===== src/rtl/mbx_pkg.sv =====
package mbx_pkg;
  typedef enum logic [1:0] {
    ACC_NONE = 2'd0,
    ACC_CTRL = 2'd1,
    ACC_SET  = 2'd2,
    ACC_CLR  = 2'd3
  } acc_kind_e;
endpackage


===== src/rtl/mbx_addr_decode.sv =====
module mbx_addr_decode
  import mbx_pkg::*;
#(
  parameter int AW = 8,
  parameter int NCORE = 4,
  parameter int NMBX = 4,
  parameter logic [AW-1:0] CTRL_BASE = 8'h50,
  parameter logic [AW-1:0] SET_BASE  = 8'h80,
  parameter logic [AW-1:0] CLR_BASE  = 8'hC0,
  localparam int CORE_W = $clog2(NCORE),
  localparam int IDX_W  = $clog2(NCORE * NMBX)
) (
  input  logic [AW-1:0]     addr,
  output acc_kind_e         kind,
  output logic [IDX_W-1:0]  box_idx,
  output logic [CORE_W-1:0] core_idx
);
  // Windows are aligned to their own size, so a tag compare selects them.
  localparam int WIN_LSB  = IDX_W + 2;
  localparam int CTRL_LSB = CORE_W + 2;

  logic aligned;
  assign aligned = (addr[1:0] == 2'b00);

  always_comb begin
    kind = ACC_NONE;
    if (aligned) begin
      if (addr[AW-1:WIN_LSB] == SET_BASE[AW-1:WIN_LSB])
        kind = ACC_SET;
      else if (addr[AW-1:WIN_LSB] == CLR_BASE[AW-1:WIN_LSB])
        kind = ACC_CLR;
      else if (addr[AW-1:CTRL_LSB] == CTRL_BASE[AW-1:CTRL_LSB])
        kind = ACC_CTRL;
    end
  end

  assign box_idx  = addr[IDX_W+1:2];
  assign core_idx = addr[CORE_W+1:2];
endmodule


===== src/rtl/mbx_bitmap_store.sv =====
module mbx_bitmap_store #(
  parameter int NENT = 16,
  parameter int DW = 32,
  localparam int IDX_W = $clog2(NENT)
) (
  input  logic             clk,
  input  logic             rst,
  input  logic             set_en,
  input  logic             clr_en,
  input  logic [IDX_W-1:0] idx,
  input  logic [DW-1:0]    wdata,
  output logic [DW-1:0]    rd_word,
  output logic [NENT-1:0]  nz
);
  logic [DW-1:0] box [NENT];

  for (genvar i = 0; i < NENT; i++) begin : g_ent
    always_ff @(posedge clk) begin
      if (rst)
        box[i] <= '0;
      else if (set_en && idx == IDX_W'(i))
        box[i] <= box[i] | wdata;
      else if (clr_en && idx == IDX_W'(i))
        box[i] <= box[i] & ~wdata;
    end

    assign nz[i] = |box[i];

    // every bit written as one in a set access is present afterwards
    assert_set_bits_R2: assert property (@(posedge clk) disable iff (rst)
      ($past(set_en && !rst) && $past(idx) == IDX_W'(i))
        |-> ((box[i] & $past(wdata)) == $past(wdata)));

    // every bit written as one in a clear access is gone afterwards
    assert_clr_bits_R3: assert property (@(posedge clk) disable iff (rst)
      ($past(clr_en && !rst) && $past(idx) == IDX_W'(i))
        |-> ((box[i] & $past(wdata)) == '0));

    // with no mailbox write, the contents hold
    assert_idle_hold_R4: assert property (@(posedge clk) disable iff (rst)
      ($past(!rst) && !$past(set_en || clr_en)) |-> $stable(box[i]));
  end

  assign rd_word = box[idx];
endmodule


===== src/rtl/mbx_irq_route.sv =====
module mbx_irq_route #(
  parameter int NCORE = 4,
  parameter int NMBX = 4,
  localparam int NENT = NCORE * NMBX,
  localparam int CORE_W = $clog2(NCORE),
  localparam int CTL_W = 2 * NMBX
) (
  input  logic              clk,
  input  logic              rst,
  input  logic              ctl_we,
  input  logic [CORE_W-1:0] ctl_sel,
  input  logic [CTL_W-1:0]  ctl_wdata,
  input  logic [NENT-1:0]   nz,
  output logic [CTL_W-1:0]  ctl_rdata,
  output logic [NENT-1:0]   irq_q,
  output logic [NENT-1:0]   fiq_q
);
  logic [CTL_W-1:0] ctl_r [NCORE];
  logic [NENT-1:0]  irq_d, fiq_d;

  for (genvar c = 0; c < NCORE; c++) begin : g_core
    always_ff @(posedge clk) begin
      if (rst)
        ctl_r[c] <= '0;
      else if (ctl_we && ctl_sel == CORE_W'(c))
        ctl_r[c] <= ctl_wdata;
    end

    for (genvar m = 0; m < NMBX; m++) begin : g_box
      localparam int E = c * NMBX + m;
      logic ien, fen;
      assign ien = ctl_r[c][m];
      assign fen = ctl_r[c][NMBX + m];
      // The fast enable takes the mailbox away from the normal vector.
      assign fiq_d[E] = nz[E] & fen;
      assign irq_d[E] = nz[E] & ien & ~fen;

      // a normal interrupt only follows a nonzero mailbox
      assert_irq_level_R6: assert property (@(posedge clk) disable iff (rst)
        irq_q[E] |-> $past(nz[E]));

      // a fast interrupt only follows a nonzero mailbox
      assert_fiq_level_R8: assert property (@(posedge clk) disable iff (rst)
        fiq_q[E] |-> $past(nz[E]));
    end
  end

  always_ff @(posedge clk) begin
    if (rst) begin
      irq_q <= '0;
      fiq_q <= '0;
    end else begin
      irq_q <= irq_d;
      fiq_q <= fiq_d;
    end
  end

  assign ctl_rdata = ctl_r[ctl_sel];

  // the two vectors never flag the same mailbox
  assert_fiq_wins_R7: assert property (@(posedge clk) disable iff (rst)
    (irq_q & fiq_q) == '0);
endmodule


===== src/rtl/ipc_mailbox_bank.sv =====
module ipc_mailbox_bank
  import mbx_pkg::*;
#(
  parameter int AW = 8,
  parameter int DW = 32,
  parameter int NCORE = 4,
  parameter int NMBX = 4,
  parameter logic [AW-1:0] CTRL_BASE = 8'h50,
  parameter logic [AW-1:0] SET_BASE  = 8'h80,
  parameter logic [AW-1:0] CLR_BASE  = 8'hC0,
  localparam int NENT = NCORE * NMBX
) (
  input  logic            clk,
  input  logic            rst,
  input  logic            wr_en,
  input  logic            rd_en,
  input  logic [AW-1:0]   addr,
  input  logic [DW-1:0]   wdata,
  output logic [DW-1:0]   rd_data,
  output logic            rd_valid,
  output logic [NENT-1:0] irq_vec,
  output logic [NENT-1:0] fiq_vec
);
  localparam int CORE_W = $clog2(NCORE);
  localparam int IDX_W  = $clog2(NENT);
  localparam int CTL_W  = 2 * NMBX;

  acc_kind_e         kind;
  logic [IDX_W-1:0]  box_idx;
  logic [CORE_W-1:0] core_idx;
  logic [DW-1:0]     box_word;
  logic [CTL_W-1:0]  ctl_word;
  logic [NENT-1:0]   nz;
  logic              set_en, clr_en, ctl_we;

  mbx_addr_decode #(
    .AW(AW), .NCORE(NCORE), .NMBX(NMBX),
    .CTRL_BASE(CTRL_BASE), .SET_BASE(SET_BASE), .CLR_BASE(CLR_BASE)
  ) u_dec (
    .addr(addr), .kind(kind), .box_idx(box_idx), .core_idx(core_idx)
  );

  assign set_en = wr_en && (kind == ACC_SET);
  assign clr_en = wr_en && (kind == ACC_CLR);
  assign ctl_we = wr_en && (kind == ACC_CTRL);

  mbx_bitmap_store #(.NENT(NENT), .DW(DW)) u_store (
    .clk(clk), .rst(rst), .set_en(set_en), .clr_en(clr_en),
    .idx(box_idx), .wdata(wdata), .rd_word(box_word), .nz(nz)
  );

  mbx_irq_route #(.NCORE(NCORE), .NMBX(NMBX)) u_route (
    .clk(clk), .rst(rst), .ctl_we(ctl_we), .ctl_sel(core_idx),
    .ctl_wdata(wdata[CTL_W-1:0]), .nz(nz), .ctl_rdata(ctl_word),
    .irq_q(irq_vec), .fiq_q(fiq_vec)
  );

  // Read result is registered from the pre-write state of this cycle.
  always_ff @(posedge clk) begin
    if (rst) begin
      rd_data  <= '0;
      rd_valid <= 1'b0;
    end else begin
      rd_valid <= rd_en;
      rd_data  <= '0;
      if (rd_en) begin
        unique case (kind)
          ACC_SET, ACC_CLR: rd_data <= box_word;
          ACC_CTRL:         rd_data <= {{(DW-CTL_W){1'b0}}, ctl_word};
          default:          rd_data <= '0;
        endcase
      end
    end
  end

  // the cycle after reset all outputs are quiet
  assert_reset_clear_R1: assert property (@(posedge clk) disable iff (rst)
    $past(rst) |-> (rd_data == '0 && !rd_valid && irq_vec == '0 && fiq_vec == '0));

  // a read of an unmapped or misaligned address returns zero
  assert_unmapped_read_R9: assert property (@(posedge clk) disable iff (rst)
    ($past(rd_en && !rst) && $past(kind) == ACC_NONE) |-> (rd_data == '0));
endmodule


===== config.mk =====
export PLATFORM = sky130hd
export DESIGN_NAME = ipc_mailbox_bank
export DESIGN_NICKNAME = d
export VERILOG_FILES = /design/src/rtl/mbx_pkg.sv /design/src/rtl/mbx_addr_decode.sv /design/src/rtl/mbx_bitmap_store.sv /design/src/rtl/mbx_irq_route.sv /design/src/rtl/ipc_mailbox_bank.sv
export SDC_FILE = /design/constraint.sdc
export NUM_CORES = 1
export LEC_CHECK = 0
export BUFFER_PORTS_ARGS = -buffer_cell sky130_fd_sc_hd__buf_2
export CAP_MARGIN = 30
export CORE_AREA = 2 2 275 277
export DETAILED_ROUTE_END_ITERATION = 16
export DIE_AREA = 0 0 277 279
export PLACE_DENSITY_LB_ADDON = 0.2
export RECOVER_POWER = 25
export SYNTH_ARGS = -nofsm -noshare
export SYNTH_HDL_FRONTEND = slang
export SYNTH_SLANG_ARGS = --single-unit

===== constraint.sdc =====
create_clock -name clk -period 3.35 [get_ports clk]
set_input_delay 0.5025 -clock clk [delete_from_list [all_inputs] [get_ports clk]]
set_output_delay 0.5025 -clock clk [all_outputs]
set_load 0.1 [all_outputs]

==> impl_results.rst <==
.. list-table::
   :header-rows: 1

   * - Metric
     - Value
   * - Root Buffer Master
     - sky130_fd_sc_hd__clkbuf_16
   * - TritonCTS Sinks
     - 609
   * - Slew @ Worst Pin
     - 1.60 ns
   * - Final slew viol count
     - 20
   * - Power share of the clock group
     - between 40% and 50%
   * - Post-synthesis cell type count
     - 42
   * - Maximum number of pins on one net before global-route repair
     - 61
   * - Total GRT Usage
     - 28.1%
   * - Final total negative setup slack
     - 0 ns
   * - Number of instances in the synthesized netlist
     - approximately 2,500
   * - CP Max Fanout
     - 16
   * - Worst-case headroom to the max-slew limit
     - -6.55%
   * - Buffer depth of the longest clock path
     - 3
   * - Average cell area after synthesis
     - approximately 12 um2
   * - Syn-to-layout area delta
     - 13.2%
   * - Number of violations reported at the end of detailed-routing iteration 0
     - between 3,000 and 4,000
   * - Comb pwr share
     - 8.8%
   * - Resized cells post-CTS
     - 0
   * - Number of synthesized flops with an enable pin
     - roughly 540
   * - Routability congestion estimate from global placement
     - 0.937
   * - Number of maximum-capacitance violations
     - 1
   * - Crit share post-route
     - ~80%
   * - Drt pass-1 iters
     - 6
   * - Cell-internal power
     - 0.0137 W
   * - Power per unit of standard cell area
     - around 550 mW/mm2
   * - Unrepaired setup endpoints after global routing
     - false
   * - Critical path class
     - primary input to flop
   * - Fin cells
     - 3,575
   * - Routed length per placed instance
     - about 31 um
   * - Total count of hold-check failures in the final report
     - 0
   * - Post-Syn Nets
     - approximately 2,500
   * - Critical path data required time
     - 3.67 ns
   * - Total of endpoints with negative setup slack in the final report
     - 0
   * - Vias/cell
     - 6.34
   * - Sum of routed wire length over all layers
     - roughly 110,000 um
   * - Remaining global-route overflow
     - 0
   * - HPWL after detailed placement
     - 75,700 um
   * - Layout filler cell count
     - roughly 6,900
   * - Startpoint types
     - primary input
   * - Cell types occupying the most area after synthesis
     - sky130_fd_sc_hd__edfxtp_1 (56%), sky130_fd_sc_hd__mux4_2 (9.5%), sky130_fd_sc_hd__nor3_1 (8.7%)
   * - Overall die height
     - between 200 and 300 um
   * - Failing checks
     - capacitance limit, slew limit
   * - Layout cells sized above 1
     - between 10% and 20%
   * - Fin util
     - between 40 and 50%
   * - Async set-or-reset flop fraction in the synthesized netlist
     - 0%
   * - Flip-flop and latch count after synthesis
     - 609
   * - Die Footprint
     - about 0.077 mm2
   * - Wire length of the first global-routing pass
     - approximately 160,000 um
   * - Clock transition at the register clock pins on the worst setup and hold paths after CTS
     - around 0.06 ns
   * - Remaining design rule violation count
     - 0
   * - Clock period minus worst slack
     - roughly 2.7 ns
   * - Largest area contributor in the netlist
     - sky130_fd_sc_hd__edfxtp_1
   * - Port Buffers
     - 108
   * - Yosys warns
     - 0
   * - CTS Hold Buffers Added
     - 0
   * - Final setup skew
     - 0.0298 ns
   * - Portion of total power attributed to sequential cells
     - 48.1%
   * - Achievable clock frequency
     - 0.372 GHz
   * - Switching power
     - 0.00455 W
   * - # rows
     - 100
   * - Ys flop type
     - sky130_fd_sc_hd__edfxtp_1
   * - Fraction of power spent switching nets
     - 24.9%
   * - Width of the die
     - between 200 and 300 um
   * - IR drop worst, VDD
     - 0.302 mV
   * - Core area
     - approximately 0.074 mm2
   * - Post-placement cell count
     - 3,440
   * - Initial antenna violation count
     - 8
   * - Footprint of the multi-input gates
     - 0.0106 mm2
   * - Number of global-route vias before repair
     - approximately 21,000
   * - Post-CTS setup buffer count
     - 0
   * - Crit path arrival time
     - approximately 3 ns
   * - Run status
     - finished with violations
   * - Count of nets left with antenna violations after detail routing
     - 0
   * - Total CTS buffers
     - 71
   * - Top cell type's share of synthesized area
     - 55.5%
   * - H-tree depth
     - 3
   * - Effective utilization at floorplan
     - around two fifths
   * - Worst-skew pair later-pin latency
     - just over 0.6 ns
   * - Standby leakage power
     - 11.7 nW
   * - Via total after detailed routing
     - approximately 23,000
   * - Reg area
     - 0.0176 mm2
   * - Hold crit path type
     - primary input to flop
   * - Part of the Yosys area used for sequential elements
     - between 50% and 60%
   * - I/O Pins
     - 109
   * - NumNets Final
     - between 2,000 and 3,000
   * - Post-synth design cell area
     - about 0.03 mm2
   * - TritonCTS clock tree
     - yes
   * - Crit. End Element
     - flop
-- layer usage --
metal	part of all wire (%)	vias to the layer above	track usage (%)
li1	-	9481	-
met1	39	11400	38.6
met2	46	1590	44.6
met3	10	221	4.96
met4	4.1	0	10.6
met5	0	-	0
-- synth_stat cells, types with 2 or more instances --
cell	count
sky130_fd_sc_hd__a31o_2	4
sky130_fd_sc_hd__and2_1	64
sky130_fd_sc_hd__nor3_1	512
sky130_fd_sc_hd__o22ai_1	24
sky130_fd_sc_hd__dfxtp_1	65
sky130_fd_sc_hd__a221oi_1	6
sky130_fd_sc_hd__clkbuf_2	4
sky130_fd_sc_hd__buf_4	12
sky130_fd_sc_hd__nand4_1	32
sky130_fd_sc_hd__o22a_1	2
sky130_fd_sc_hd__o21ai_0	2
sky130_fd_sc_hd__buf_6	2
sky130_fd_sc_hd__clkbuf_1	122
sky130_fd_sc_hd__a22oi_1	6
sky130_fd_sc_hd__a21o_1	11
sky130_fd_sc_hd__buf_2	91
sky130_fd_sc_hd__nor3_2	4
sky130_fd_sc_hd__edfxtp_1	544
sky130_fd_sc_hd__nor2_2	3
sky130_fd_sc_hd__nor4_1	128
sky130_fd_sc_hd__inv_1	18
sky130_fd_sc_hd__a211o_1	6
sky130_fd_sc_hd__nor2_1	537
sky130_fd_sc_hd__nor3b_1	17
sky130_fd_sc_hd__nand2_1	18
sky130_fd_sc_hd__o21bai_1	19
sky130_fd_sc_hd__nor2b_1	11
sky130_fd_sc_hd__nand3_1	3
sky130_fd_sc_hd__mux4_2	124
sky130_fd_sc_hd__nand2b_1	3
sky130_fd_sc_hd__mux2i_1	82
-- per-stage QoR --
stage | total power (W) | setup WS [ns] | hold slack, ns | cell area [um2]
2_1_floorplan | 0.00990 | 0.802 | 0.434 | 29400
3_3_place_gp | 0.0105 | 0.650 | 0.450 | 31100
3_5_place_dp | 0.0105 | 0.640 | 0.456 | 31100
4_1_cts | 0.0183 | 0.900 | 0.111 | 33400
5_1_grt | 0.0187 | 0.560 | 0.165 | 33300
6_report | 0.0183 | 0.665 | 0.158 | 33300
-- power groups by stage --
stage | clock network (W) | registers (W) | logic, W
finish | 0.00786 | 0.00878 | 0.00161
global route | 0.00821 | 0.00881 | 0.00169
CTS | 0.00794 | 0.00877 | 0.00162
detailed placement | 0 | 0.00893 | 0.00161
global placement | 0 | 0.00892 | 0.00160
floorplan | 0 | 0.00899 | 0.000917
-- sequential cells by signal, summed over array words and instances (netlist names) --
signal,cells
u_route.ctl_r,32
u_store.box,512
rd_valid,1
u_route.irq_q,16
u_route.fiq_q,16
rd_data,32
-- cells in the final DEF (no fill, tap or decap), types with 5 or more instances in the layout --
cell type and n:
sky130_fd_sc_hd__nor3_1 515, sky130_fd_sc_hd__dfxtp_1 65, sky130_fd_sc_hd__and2_0 34, sky130_fd_sc_hd__mux2i_1 82
sky130_fd_sc_hd__nor2_1 538, sky130_fd_sc_hd__buf_12 8, sky130_fd_sc_hd__a22oi_1 6, sky130_fd_sc_hd__a211o_1 6
sky130_fd_sc_hd__clkbuf_2 5, sky130_fd_sc_hd__nor4_1 129, sky130_fd_sc_hd__nor2b_1 12, sky130_fd_sc_hd__and2_1 30
sky130_fd_sc_hd__edfxtp_1 544, sky130_fd_sc_hd__buf_2 106, sky130_fd_sc_hd__mux4_2 124, sky130_fd_sc_hd__a21o_1 9
sky130_fd_sc_hd__nor3b_1 18, sky130_fd_sc_hd__o21bai_1 19, sky130_fd_sc_hd__buf_4 78, sky130_fd_sc_hd__clkbuf_1 37
sky130_fd_sc_hd__clkinv_1 16, sky130_fd_sc_hd__inv_1 18, sky130_fd_sc_hd__nand4_1 32, sky130_fd_sc_hd__bufinv_16 6
sky130_fd_sc_hd__clkbuf_16 76, sky130_fd_sc_hd__o22ai_1 24, sky130_fd_sc_hd__nand2_1 18, sky130_fd_sc_hd__a221oi_1 6
-- path summary, 6_finish.rpt --
| kind | start | to | slack [ns] | cells past startpoint |
|---|---|---|---|---|
| worst max-delay path | addr[4] | u_store.box[6][11] | 0.66 | 7 |
| worst min-delay path | rst | rd_valid | 0.16 | 2 |
| worst max register to register | u_store.box[5][15] | u_route.irq_q[5] | 0.74 | 4 |
| worst min register to register | u_route.ctl_r[1][6] | u_route.irq_q[6] | 0.48 | 1 |
-- kinds of logic (layout without fill, tap and decap cells) --
family	count (synthesis)	count (layout)	synth area share [%]
flip-flops	609	609	60.0
AND/OR/NAND/NOR	1340	1340	21.9
AO/OA/AOI/OAI	82	82	2.06
other	0	4	0
buffers and inverters	250	365	3.80
multiplexers	206	206	12.3
-- worst max-delay path, stage by stage --
cell and delay (ns):
sky130_fd_sc_hd__buf_2 0.17, sky130_fd_sc_hd__nor2b_1 0.34, sky130_fd_sc_hd__o21a_2 0.18, sky130_fd_sc_hd__clkbuf_1 0.57
sky130_fd_sc_hd__and2_0 0.21, sky130_fd_sc_hd__clkbuf_1 0.83, sky130_fd_sc_hd__nor3_1 0.16
-- layout make-up --
cell class	instances	share of cell area, %
Timing Repair Buffer	218	4.20
Sequential cell	609	53.0
Multi-Input combinational cell	1628	31.9
Tap cell	969	3.64
Clock buffer	98	6.08
Inverter	18	0.203
Antenna cell	4	0.0301
Clock inverter	31	0.925
(Power assumes the default switching activity.)
